## config.mk

```make
export PLATFORM = sky130hd
export DESIGN_NAME = slot_sequencer
export DESIGN_NICKNAME = d
export VERILOG_FILES = /design/src/rtl/slot_seq_pkg.sv /design/src/rtl/slot_scanner.sv /design/src/rtl/starve_tracker.sv /design/src/rtl/slot_sequencer.sv
export SDC_FILE = /design/constraint.sdc
export NUM_CORES = 1
export LEC_CHECK = 0
export BUFFER_PORTS_ARGS = -buffer_cell sky130_fd_sc_hd__buf_2
export CAP_MARGIN = 20
export CORE_MARGIN = 5
export CORE_UTILIZATION = 45
export CTS_BUF_LIST = sky130_fd_sc_hd__clkbuf_8
export DETAILED_ROUTE_END_ITERATION = 16
export PLACE_DENSITY = 0.77
export SYNTH_ARGS = -nofsm -noshare
export SYNTH_HDL_FRONTEND = slang
export SYNTH_SLANG_ARGS = --single-unit
```

## constraint.sdc

```tcl
create_clock -name clk -period 6.15 [get_ports clk]
set_input_delay 0.3075 -clock clk [delete_from_list [all_inputs] [get_ports clk]]
set_output_delay 0.3075 -clock clk [all_outputs]
set_load 0.05 [all_outputs]
```

## src/rtl/slot_seq_pkg.sv

```systemverilog
package slot_seq_pkg;
  localparam int DEF_TASKS = 4;
  localparam int DEF_SLOTS = 16;
  localparam int DEF_DRAIN = 6;

  function automatic int tid_width(input int n);
    return (n > 1) ? $clog2(n) : 1;
  endfunction
endpackage

```

## src/rtl/slot_scanner.sv

```systemverilog
module slot_scanner
  import slot_seq_pkg::*;
#(
  parameter int NUM_TASKS = DEF_TASKS,
  parameter int NUM_SLOTS = DEF_SLOTS,
  localparam int TID_W = tid_width(NUM_TASKS),
  localparam int IDX_W = $clog2(NUM_SLOTS),
  localparam int MAP_W = NUM_SLOTS * TID_W
) (
  input  logic                 clk,
  input  logic                 rst,
  input  logic                 wr_en,
  input  logic [MAP_W-1:0]     wr_map,
  output logic [MAP_W-1:0]     map_q,
  output logic [TID_W-1:0]     cur_task,
  output logic [NUM_TASKS-1:0] issue_en
);
  logic [IDX_W-1:0]     idx_q;
  logic [IDX_W-1:0]     idx_nxt;
  logic [TID_W-1:0]     entry [NUM_SLOTS];
  logic [TID_W-1:0]     task_nxt;
  logic [NUM_TASKS-1:0] issue_nxt;

  for (genvar s = 0; s < NUM_SLOTS; s++) begin : g_entry
    assign entry[s] = map_q[s*TID_W +: TID_W];
  end

  assign idx_nxt  = (idx_q == IDX_W'(NUM_SLOTS-1)) ? '0 : idx_q + 1'b1;
  assign task_nxt = wr_en ? wr_map[TID_W-1:0] : entry[idx_nxt];

  for (genvar t = 0; t < NUM_TASKS; t++) begin : g_issue
    assign issue_nxt[t] = (task_nxt == TID_W'(t));
  end

  always_ff @(posedge clk) begin
    if (rst) begin
      map_q    <= '0;
      idx_q    <= '0;
      cur_task <= '0;
      issue_en <= NUM_TASKS'(1);
    end else begin
      if (wr_en) begin
        map_q <= wr_map;
        idx_q <= '0;
      end else begin
        idx_q <= idx_nxt;
      end
      cur_task <= task_nxt;
      issue_en <= issue_nxt;
    end
  end
endmodule

```

## src/rtl/starve_tracker.sv

```systemverilog
module starve_tracker
  import slot_seq_pkg::*;
#(
  parameter int NUM_TASKS   = DEF_TASKS,
  parameter int NUM_SLOTS   = DEF_SLOTS,
  parameter int DRAIN_DEPTH = DEF_DRAIN,
  localparam int TID_W = tid_width(NUM_TASKS),
  localparam int MAP_W = NUM_SLOTS * TID_W,
  localparam int CNT_W = $clog2(DRAIN_DEPTH + 1)
) (
  input  logic                 clk,
  input  logic                 rst,
  input  logic                 wr_en,
  input  logic [MAP_W-1:0]     wr_map,
  input  logic [MAP_W-1:0]     map_q,
  output logic [NUM_TASKS-1:0] starved
);
  logic [NUM_TASKS-1:0] new_holds;
  logic [NUM_TASKS-1:0] cur_holds;
  logic [CNT_W-1:0]     drain_cnt;

  for (genvar t = 0; t < NUM_TASKS; t++) begin : g_holds
    always_comb begin
      new_holds[t] = 1'b0;
      cur_holds[t] = 1'b0;
      for (int s = 0; s < NUM_SLOTS; s++) begin
        if (wr_map[s*TID_W +: TID_W] == TID_W'(t)) new_holds[t] = 1'b1;
        if (map_q[s*TID_W +: TID_W]  == TID_W'(t)) cur_holds[t] = 1'b1;
      end
    end
  end

  always_ff @(posedge clk) begin
    if (rst) begin
      drain_cnt <= CNT_W'(DRAIN_DEPTH);
      starved   <= ~NUM_TASKS'(1);
    end else if (wr_en) begin
      drain_cnt <= '0;
      starved   <= starved & ~new_holds;
    end else if (drain_cnt != CNT_W'(DRAIN_DEPTH)) begin
      drain_cnt <= drain_cnt + 1'b1;
      if (drain_cnt == CNT_W'(DRAIN_DEPTH-1)) starved <= ~cur_holds;
    end
  end
endmodule

```

## src/rtl/slot_sequencer.sv

```systemverilog
module slot_sequencer
  import slot_seq_pkg::*;
#(
  parameter int NUM_TASKS   = DEF_TASKS,
  parameter int NUM_SLOTS   = DEF_SLOTS,
  parameter int DRAIN_DEPTH = DEF_DRAIN,
  localparam int TID_W = tid_width(NUM_TASKS),
  localparam int MAP_W = NUM_SLOTS * TID_W
) (
  input  logic                 clk,
  input  logic                 rst,
  input  logic                 map_wr_en,
  input  logic [MAP_W-1:0]     map_wr_data,
  output logic [TID_W-1:0]     cur_task,
  output logic [NUM_TASKS-1:0] issue_en,
  output logic [NUM_TASKS-1:0] task_starved
);
  logic [MAP_W-1:0] map_q;

  slot_scanner #(.NUM_TASKS(NUM_TASKS), .NUM_SLOTS(NUM_SLOTS)) u_scan (
    .clk(clk), .rst(rst), .wr_en(map_wr_en), .wr_map(map_wr_data),
    .map_q(map_q), .cur_task(cur_task), .issue_en(issue_en)
  );

  starve_tracker #(.NUM_TASKS(NUM_TASKS), .NUM_SLOTS(NUM_SLOTS),
                   .DRAIN_DEPTH(DRAIN_DEPTH)) u_starve (
    .clk(clk), .rst(rst), .wr_en(map_wr_en), .wr_map(map_wr_data),
    .map_q(map_q), .starved(task_starved)
  );
endmodule

```

* Word-level counts from Yosys, hierarchy flattened *
Cells that the tools add are included.

word-level totals
  flip-flop bits (word level) = 49
  input bits = 35
  logic and storage cells = 291
  output and inout port bits = 10

operators by class
  $lt $le $gt $ge = 1
  mux-type cells = 138
  $add $sub $neg = 2
  bitwise gates (word level) = 4
  reduce and logical (&&, ||, !) cells = 37
  equality and inequality tests = 102

operators with widths
  kind                   count
  $eq A2 B2 Y1 const B   66
  $mux W1                128
  $eq A2 B1 Y1 const B   33
  $logic_not A2 Y1       33
  $mux W4                4
  $bmux W2 S4            1
  $not A4 Y4             2
  $mux W2                3
  $mux W3                2
  $ge A5 B5 Y1 const B   1
  $not A4 Y5             1
  $add A4 B1 Y4 const B  1
  $and A4 B4 Y4          1
  $eq A4 B4 Y1 const B   1
  $reduce_bool A2 Y1     2
  $add A3 B1 Y3 const B  1
  $eq A3 B3 Y1 const B   1
  $ne A3 B3 Y1 const B   1
  $reduce_and A2 Y1      1
  $reduce_or A2 Y1       1

* Logic depth before layout (Yosys ltp) *
Gate-level depths: netlist of run 1.

  word-level depth = 21
  gate-level depth with buffers = 7
  mapped depth without buffers = 6

* Hierarchy *
Synthesis of run 1 repeated with hierarchy kept, for this count alone.

second synthesis, totals
  cell total of the unflattened synthesis = 343
  area total of the unflattened synthesis = 3037.9 um2

by module, submodules not included
  module          cells an instance  area each (um2)  times used
  slot_scanner    189                1976.9           1
  starve_tracker  154                1061.0           1

* Worst setup path after synthesis of run 1 *
OpenSTA, ideal clock, no wires.

  path type = register to register
  start point = register u_scan.idx_q[1]
  end point = register u_scan.issue_en[1]
  clock period less this slack = 2.312 ns
  stages on the path, launching flop included = 7
  data required time = 6.034 ns
  path slack = 3.838 ns
  setup time = 0.116 ns
  buffers on the path = 0
  data arrival time = 2.196 ns
  cells stage by stage = dfxtp_1 ha_1 a31oi_4 mux4_2 nor2b_4 or4b_4 and4_1

between the ends
  cells in the longest elaborated chain, start to end = 8

ends and longest elaborated chain
  what                                           line                RTL
  start: declaration                             slot_scanner.sv:18  logic [IDX_W-1:0] idx_q;
  start signal: assignment                       slot_scanner.sv:46  idx_q <= idx_nxt;
  $add A4 B1 Y4 or $eq A4 B4 Y1 (tied branches)  slot_scanner.sv:28  assign idx_nxt = (idx_q == IDX_W'(NUM_SLOTS-1)) ? '0 : idx_q + 1'b1;
  $mux W4 *                                      slot_scanner.sv:28
  $not A4 Y5 (implied by the code) *             slot_scanner.sv:29  assign task_nxt = wr_en ? wr_map[TID_W-1:0] : entry[idx_nxt];
  $bmux W2 S4 *                                  slot_scanner.sv:29
  $mux W2 (implied by the code) * (2 in a row)   slot_scanner.sv:29
  $mux W2 *                                      slot_scanner.sv:29
  $eq A2 B1 Y1 *                                 slot_scanner.sv:32  assign issue_nxt[t] = (task_nxt == TID_W'(t));
  end signal: assignment                         slot_scanner.sv:49  issue_en <= issue_nxt;
  end: declaration                               slot_scanner.sv:16  output logic [NUM_TASKS-1:0] issue_en

Every way passes the cells marked *; elsewhere a longest branch is shown, timed or not. The select of a mux whose other input is x is not followed.
A chain may end at the register's enable or synchronous reset.

* Worst setup path in the final report of run 1 *
  start point = register u_scan.idx_q[0]
  end point = register u_scan.issue_en[1]

The elaborated chain is that of the path after synthesis.

==> results of run 1 <==
==> synth_stat cells (7+ instances only) <==
cell	number	share of area, %
sky130_fd_sc_hd__a21oi_1	9	1.5
sky130_fd_sc_hd__dfxtp_1	49	33
sky130_fd_sc_hd__mux2i_1	32	11
sky130_fd_sc_hd__nand2_1	8	1.0
sky130_fd_sc_hd__nor2_1	35	4.4
sky130_fd_sc_hd__o21ai_0	9	1.5
sky130_fd_sc_hd__inv_1	33	4.1
sky130_fd_sc_hd__nand2b_1	17	3.6
sky130_fd_sc_hd__o2111ai_1	7	2.1
sky130_fd_sc_hd__a22o_1	7	2.1
sky130_fd_sc_hd__o22ai_1	20	4.2
sky130_fd_sc_hd__a22oi_1	7	1.8
sky130_fd_sc_hd__clkbuf_1	7	0.88
==> tightest hold or removal path, delay by kind of cell <==
kind          cells  cell delay [ps]
mux               1               70
simple gates      1               70
buf+inv           1              120
==> worst paths after layout <==
check | endpoint | from | slack [ps] | depth (start not counted)
worst min-delay path | u_scan.map_q[15]$_SDFFE_PP0P_ | map_wr_data[15] | 300 | 3
worst min register to register | u_starve.starved[1]$_SDFFE_PP1P_ | u_starve.starved[1]$_SDFFE_PP1P_ | 480 | 2
worst max register to register | u_scan.issue_en[1]$_SDFF_PP0_ | u_scan.idx_q[0]$_SDFF_PP0_ | 3430 | 6
worst max-delay path | u_scan.issue_en[1]$_SDFF_PP0_ | u_scan.idx_q[0]$_SDFF_PP0_ | 3430 | 6
==> cell families (layout without fill, tap and decap cells) <==
logic type      Yosys count  after routing  synth area share (%)
compound gates           95             95                  24.1
simple gates             95             95                  17.3
flops                    49             49                  32.9
buf+inv                  49             86                  7.63
mux                      40             40                  16.9
xor+xnor                  3              3                 0.880
fa+ha+maj                 1              1                 0.419
==> power groups by stage <==
stage                     registers, uW  clock network [uW]  logic, uW
after global routing                367                 258        164
final                               364                 244        150
after global placement              370                   0        146
after CTS                           363                 246        149
after detailed placement            370                   0        148
after floorplan                     375                   0       90.9
==> layer usage <==
metal | vias up | track usage [%] | share of wire (%)
met5 | - | 0 | 0
met3 | 26 | 3.22 | 9.7
li1 | 1327 | - | -
met1 | 1396 | 31.4 | 44
met2 | 178 | 32.7 | 45
met4 | 0 | 6.11 | 2.0
==> stage by stage <==
step	util [%]	setup slack [ps]	hold WS (ps)	cell area [um^2]	total power [uW]
finish	52.1	3430	300	3330	759
global route	52.1	3280	307	3330	788
detailed placement	50.2	3460	466	3210	518
global placement	50.2	3550	458	3210	516
CTS	52.1	3440	290	3330	758
floorplan	-	3840	455	2990	466
==> layout make-up <==
| class | count | area [um^2] | share of cell area (%) |
|---|---|---|---|
| clock inverters | 2 | 37.5 | 1.13 |
| flip-flops and latches | 49 | 981 | 29.5 |
| multi-input cells | 234 | 1780 | 53.4 |
| repair buffers | 45 | 228 | 6.85 |
| well taps | 77 | 96.3 | 2.90 |
| inverters | 33 | 124 | 3.72 |
| clock buffers | 6 | 82.6 | 2.48 |
==> sequential cells by signal (all words and copies together), names as in the netlist <==
signal / flops
u_scan.cur_task: 2
u_scan.idx_q: 4
u_scan.issue_en: 4
u_scan.map_q: 32
u_starve.drain_cnt: 3
u_starve.starved: 4
==> impl_summary.txt, run 1 <==
----------------------------------------------------
[Die]
  Core Box Area ... 0.00639 mm^2
  Std-Cell Rows ... 29
  Ports placed on the boundary ... 45
  Floorplan die width ... 91.5 um
  Die outline height ... 91.5 um
  Die area ... 0.00836 mm^2
  Starting Density ... 46.7%

[Power and ir drop]
  Proportion of power drawn by the clock network ... 32.2%
  Leakage component of the power ... 0.00140 uW
  Switching share of power ... 29.9%
  Switching Power ... 227 uW
  Internal power summed over all cells ... 531 uW
  Power density over the cells ... 228 mW/mm^2
  Sequential group share of total power ... 48.0%
  Share of power burned in combinational logic ... 19.8%
  Worst vdd ir ... 0.136 mV

[Timing]
  RSZ-0062 raised after global routing ... false
  Number of max-slew violations in the final report ... 0
  Actual slew at the worst max-slew pin ... 805 ps
  Slew margin rel. ... 46.3%
  Setup TNS ... 0 ps
  Final Setup Violations ... 0
  Worst clock skew on the final layout ... 3.21 ps
  Final min period ... 2720 ps
  Portion of the clock cycle consumed by the worst path in the final layout ... 44.2%
  Hold violation count in the final report ... 0
  Max Freq ... 0.368 GHz

[Route]
  WL per Instance ... 20.1 um
  Antenna viol nets, final ... 0
  Number of DRC violations after detailed routing ... 0
  Mean number of vias per cell ... 6.56
  Initial drt markers ... 478
  WL final ... 8980 um
  Number of vias in the routed layout ... 2927
  Pre-Repair DR Iteration Count ... 5

[Finish]
  Most common cell after layout, fill and taps aside ... sky130_fd_sc_hd__dfxtp_1
  N_diodes ... 0
  Fin nets ... 404
  Ratio of cells with drive above 1 in the final layout ... 18.2%
  Final standard cell count with taps included and fillers excluded ... 446
  Most frequent cells in the layout ... sky130_fd_sc_hd__dfxtp_1 (49), sky130_fd_sc_hd__buf_2 (44), sky130_fd_sc_hd__nor2_1 (35)
  Filler cell count in the final layout ... 595
  Layout overhead on the synthesized area ... 11.4%

[Place]
  Weighted congestion reported at the end of routability-driven placement ... 1.02
  Number of input and output port buffers inserted ... 44
  Number of placed instances, taps included ... 438
  Detailed-placement wirelength estimate ... 6710 um

[Hold path]
  Class of the most critical hold timing path ... in2reg

[Yosys]
  Post-synthesis instance total ... 332
  Flip-flop cell with the highest count after synthesis ... sky130_fd_sc_hd__dfxtp_1
  Mapped Nets ... 368
  Synthesis warning total ... 0
  Share of the yosys chip area belonging to registers ... 32.9%
  Post-synthesis register bit count ... 49
  Avg Synthesized Cell Area ... 8.99 um^2
  Proportion of synthesized flip-flops having asynchronous set or reset ... 0%
  Summed instance area of the synthesized netlist ... 0.00299 mm^2
  Number of flops mapped to enable cells by yosys ... 0
  Unique cell type count in the Yosys netlist ... 62

[Setup path]
  Buffers & Inverters on Critical Path ... 0
  Cell type group with the largest total delay on the critical path ... simple AND/OR/NAND/NOR gates
  CP peak stage delay ... 530 ps
  CP max FO ... 12
  Cell-by-cell trace of the critical path ... ha_1, a31oi_4, mux4_2, nor2b_4, or4b_4, and4_1
  Crit start category ... flop
  Data arrival time of the critical path ... 2930 ps
  CP required ... 6360 ps
  Kind of critical path ... reg2reg
  Slowest-stage cell, CP ... sky130_fd_sc_hd__or4b_4
  Critical Path Sink Type ... flop

[GRT]
  Initial antenna violation count ... 0
  Maximum number of pins on one net before global-route repair ... 45
  Vias in the first global route ... 2715
  Global-route wire length before repair ... 14700 um
  Global route overflow ... 0
  All-Layer GR Usage ... 21.5%

[Clock tree]
  Clock tree root driver cell ... sky130_fd_sc_hd__clkbuf_8
  Post-CTS Repair Setup Buffers ... 0
  CTS tree ... yes
  Max Buffers Root-to-Sink ... 2
  Total clock sinks ... 49
  Number of buffers added to fix hold violations after cts ... 0
  Number of buffers created by CTS ... 5
  H-tree depth reported by CTS ... 2
  Gates resized, CTS repair ... 0
  Clock insertion delay at the later pin of the skew report ... 310 ps
  Clock slew at reported path FFs ... 90 ps

[Run status]
  Run status ... finished clean

[Job]
  MaxCap Viol Count ... 0

----------------------------------------------------
(Power assumes the default switching activity.)
==> inputs of run 2 (changes only) <==
Clock period 6.15 ns to 2.68 ns, I/O delays scaled along.
==> run 2 against run 1 <==
Compared with the run above:
- first-iteration DRC count shrank 14%
- utilization up 0.67 points
- clock-buffer cell count shrank 1
- sequential share of layout area decreased by 0.37 points
- die area unchanged
- clock power grew 120%
- maximum frequency rose by 9.8%
- worst setup slack got worse by 3200 ps
==> impl_summary.txt, run 2 (same netlist as run 1, synthesis figures left out) <==
----------------------------------------------------
[Power and ir drop]
  Tot Pwr ... 1730 uW (+130%)
  Sequential group share of total power ... 48.2% (+0.2 points)
  Worst vdd ir ... 0.296 mV (+120%)
  Proportion of power drawn by the clock network ... 31.2% (-1.0 points)
  Internal power summed over all cells ... 1200 uW (+130%)
  Power density over the cells ... 514 mW/mm^2 (+130%)
  Switching Power ... 533 uW (+130%)
  Share of power burned in combinational logic ... 20.7% (+0.9 points)
  Leakage component of the power ... 0.00144 uW (+2.6%)
  Switching share of power ... 30.8% (+0.85 points)

[Setup path]
  Origin of the worst setup path ... u_scan.idx_q[1]$_SDFF_PP0_
  Cell-by-cell trace of the critical path ... ha_1, a31oi_4, mux4_2, nor2b_4, or4b_4, o31ai_2
  Data arrival time of the critical path ... 2690 ps (-240 ps)
  Register-to-Register Setup Slack ... 200 ps (-3230 ps)
  Kind of critical path ... reg2reg
  Critical path depth ... 6 (unchanged)
  Crit start category ... flop
  Beginning of the worst register-to-register path ... u_scan.idx_q[1]$_SDFF_PP0_
  Endpoint of the worst setup timing path ... u_scan.issue_en[2]$_SDFF_PP0_
  R2r worst-path depth ... 6 (unchanged)
  Critical Path Sink Type ... flop
  Cell type group with the largest total delay on the critical path ... simple AND/OR/NAND/NOR gates
  CP max FO ... 7 (-5)
  CP peak stage delay ... 560 ps (+30 ps)
  RR Endpoint ... u_scan.issue_en[2]$_SDFF_PP0_
  Slowest-stage cell, CP ... sky130_fd_sc_hd__mux4_2
  Buffers & Inverters on Critical Path ... 0 (unchanged)
  CP required ... 2900 ps (-3460 ps)

[Die]
  Die outline height ... 91.5 um (unchanged)
  Die area ... 0.00836 mm^2 (unchanged)
  Ports placed on the boundary ... 45 (unchanged)
  Floorplan die width ... 91.5 um (unchanged)
  Std-Cell Rows ... 29 (unchanged)
  Starting Density ... 46.7% (unchanged)
  Core Box Area ... 0.00639 mm^2 (unchanged)

[Timing]
  RSZ-0062 raised after global routing ... false
  Max Freq ... 0.404 GHz (+9.8%)
  Final Setup Violations ... 0 (unchanged)
  Worst clock skew on the final layout ... 4.45 ps (+1.24 ps)
  Number of max-slew violations in the final report ... 0 (unchanged)
  Hold violation count in the final report ... 0 (unchanged)
  Portion of the clock cycle consumed by the worst path in the final layout ... 92.4% (+48 points)
  Actual slew at the worst max-slew pin ... 716 ps (-89.8 ps)
  Final min period ... 2480 ps (-242 ps)
  Setup TNS ... 0 ps (unchanged)
  Slew margin rel. ... 51.1% (+4.8 points)

[Route]
  WL final ... 9310 um (+3.7%)
  Pre-Repair DR Iteration Count ... 5 (unchanged)
  Antenna viol nets, final ... 0 (unchanged)
  Mean number of vias per cell ... 6.49 (-1.2%)
  Initial drt markers ... 412 (-14%)
  WL per Instance ... 20.6 um (+2.3%)
  Number of DRC violations after detailed routing ... 0 (unchanged)
  Number of vias in the routed layout ... 2932 (+0.17%)

[Hold path]
  Class of the most critical hold timing path ... in2reg

[Finish]
  Most frequent cells in the layout ... sky130_fd_sc_hd__dfxtp_1 (49), sky130_fd_sc_hd__buf_2 (44), sky130_fd_sc_hd__nor2_1 (35)
  Multi-input logic area ... 0.00178 mm^2 (+0.35%)
  Area occupied by registers ... 981 um^2 (unchanged)
  Filler cell count in the final layout ... 595 (unchanged)
  Most common cell after layout, fill and taps aside ... sky130_fd_sc_hd__dfxtp_1
  Register with the most flip-flops ... u_scan.map_q
  N_diodes ... 0 (unchanged)
  Ratio of cells with drive above 1 in the final layout ... 19.5% (+1.3 points)
  Layout overhead on the synthesized area ... 12.8%
  Fin nets ... 410 (+1.5%)
  Largest register FFs ... 32 (unchanged)

[Clock tree]
  Clock tree root driver cell ... sky130_fd_sc_hd__clkbuf_8
  Number of buffers created by CTS ... 5 (unchanged)
  CTS tree ... yes
  H-tree depth reported by CTS ... 2 (unchanged)
  Max Buffers Root-to-Sink ... 2 (unchanged)
  Clock insertion delay at the later pin of the skew report ... 310 ps (about the same)
  Post-CTS Repair Setup Buffers ... 0 (unchanged)
  Total clock sinks ... 49 (unchanged)
  Clock slew at reported path FFs ... 100 ps (about the same)

[Place]
  Weighted congestion reported at the end of routability-driven placement ... 0.968 (-5.5%)
  Number of input and output port buffers inserted ... 44 (unchanged)
  Detailed-placement wirelength estimate ... 6980 um (+4.1%)

[GRT]
  All-Layer GR Usage ... 21.9% (+0.42 points)
  Global-route wire length before repair ... 14900 um (+1.5%)
  Maximum number of pins on one net before global-route repair ... 44 (-2.2%)
  Vias in the first global route ... 2839 (+4.6%)
  Initial antenna violation count ... 0 (unchanged)
  Global route overflow ... 0 (unchanged)

[Run status]
  Run status ... finished clean

[Job]
  MaxCap Viol Count ... 0 (unchanged)

----------------------------------------------------
## run 2: cell types whose count changed in the layout (fill, tap and decap cells not counted)
cell                         delta
sky130_fd_sc_hd__clkinv_4       +1
sky130_fd_sc_hd__clkinvlp_4     -1
sky130_fd_sc_hd__inv_1          +1
sky130_fd_sc_hd__clkbuf_8       -1
sky130_fd_sc_hd__buf_4          +6
sky130_fd_sc_hd__nor4b_2        +1
sky130_fd_sc_hd__nor4b_1        -1
## run 2: tightest hold or removal path, stage by stage
cell and delay [ps]:
sky130_fd_sc_hd__buf_2 110, sky130_fd_sc_hd__mux2i_1 80, sky130_fd_sc_hd__nor2_1 70
## run 2: power by group through the flow
stage	Sequential, uW	Combinational (uW)	Clock [uW]
after floorplan	861	209	0
after global placement	846	346	0
after detailed placement	847	353	0
after CTS	831	353	539
after global routing	839	386	574
final	834	358	539
## run 2: layer usage
metal	share of wire [%]	track usage [%]	routed length (um)	up-vias
met5	0	0	0	-
met4	1.9	6.11	176	0
met3	9.2	4.38	855	21
met2	46	35.0	4320	183
met1	42	29.9	3950	1390
li1	-	-	-	1338
## run 2: how the worst min path moves through the flow
stage | slack [ps] | from | endpoint | depth (start not counted)
floorplan | 280 | map_wr_data[20] | u_scan.map_q[20]$_SDFFE_PP0P_ | 2
global placement | 440 | map_wr_data[27] | u_scan.map_q[27]$_SDFFE_PP0P_ | 3
detailed placement | 450 | map_wr_data[29] | u_scan.map_q[29]$_SDFFE_PP0P_ | 3
CTS | 130 | map_wr_data[15] | u_scan.map_q[15]$_SDFFE_PP0P_ | 3
global route | 130 | map_wr_data[7] | u_scan.map_q[7]$_SDFFE_PP0P_ | 3
finish | 130 | map_wr_data[29] | u_scan.map_q[29]$_SDFFE_PP0P_ | 3
## run 2: cell type report
class                           instances  area share [%]
Inverter                               33            3.68
Tap cell                               77            2.86
Clock buffer                            5            2.04
Clock inverter                          3            1.26
Multi-Input combinational cell        234            52.9
Sequential cell                        49            29.1
Timing Repair Buffer                   51            8.10
## run 2: through the flow
stage                     utilization (%)  hold slack, ps  instances  area [um^2]  worst slack (ps)
after CTS                            52.6             131        452         3360               149
after global placement               50.9             440        444         3250               297
after detailed placement             50.9             445        444         3250               185
after floorplan                         -             281        332         2990               368
final                                52.7             126        452         3370               205
after global routing                 52.7             131        452         3370               120
## run 2: repair_timing
item / in CTS / in global routing
hold buffers: 0 / 0
gates resized for setup: 0 / 1
endpoints found under the setup margin: 0 / 1
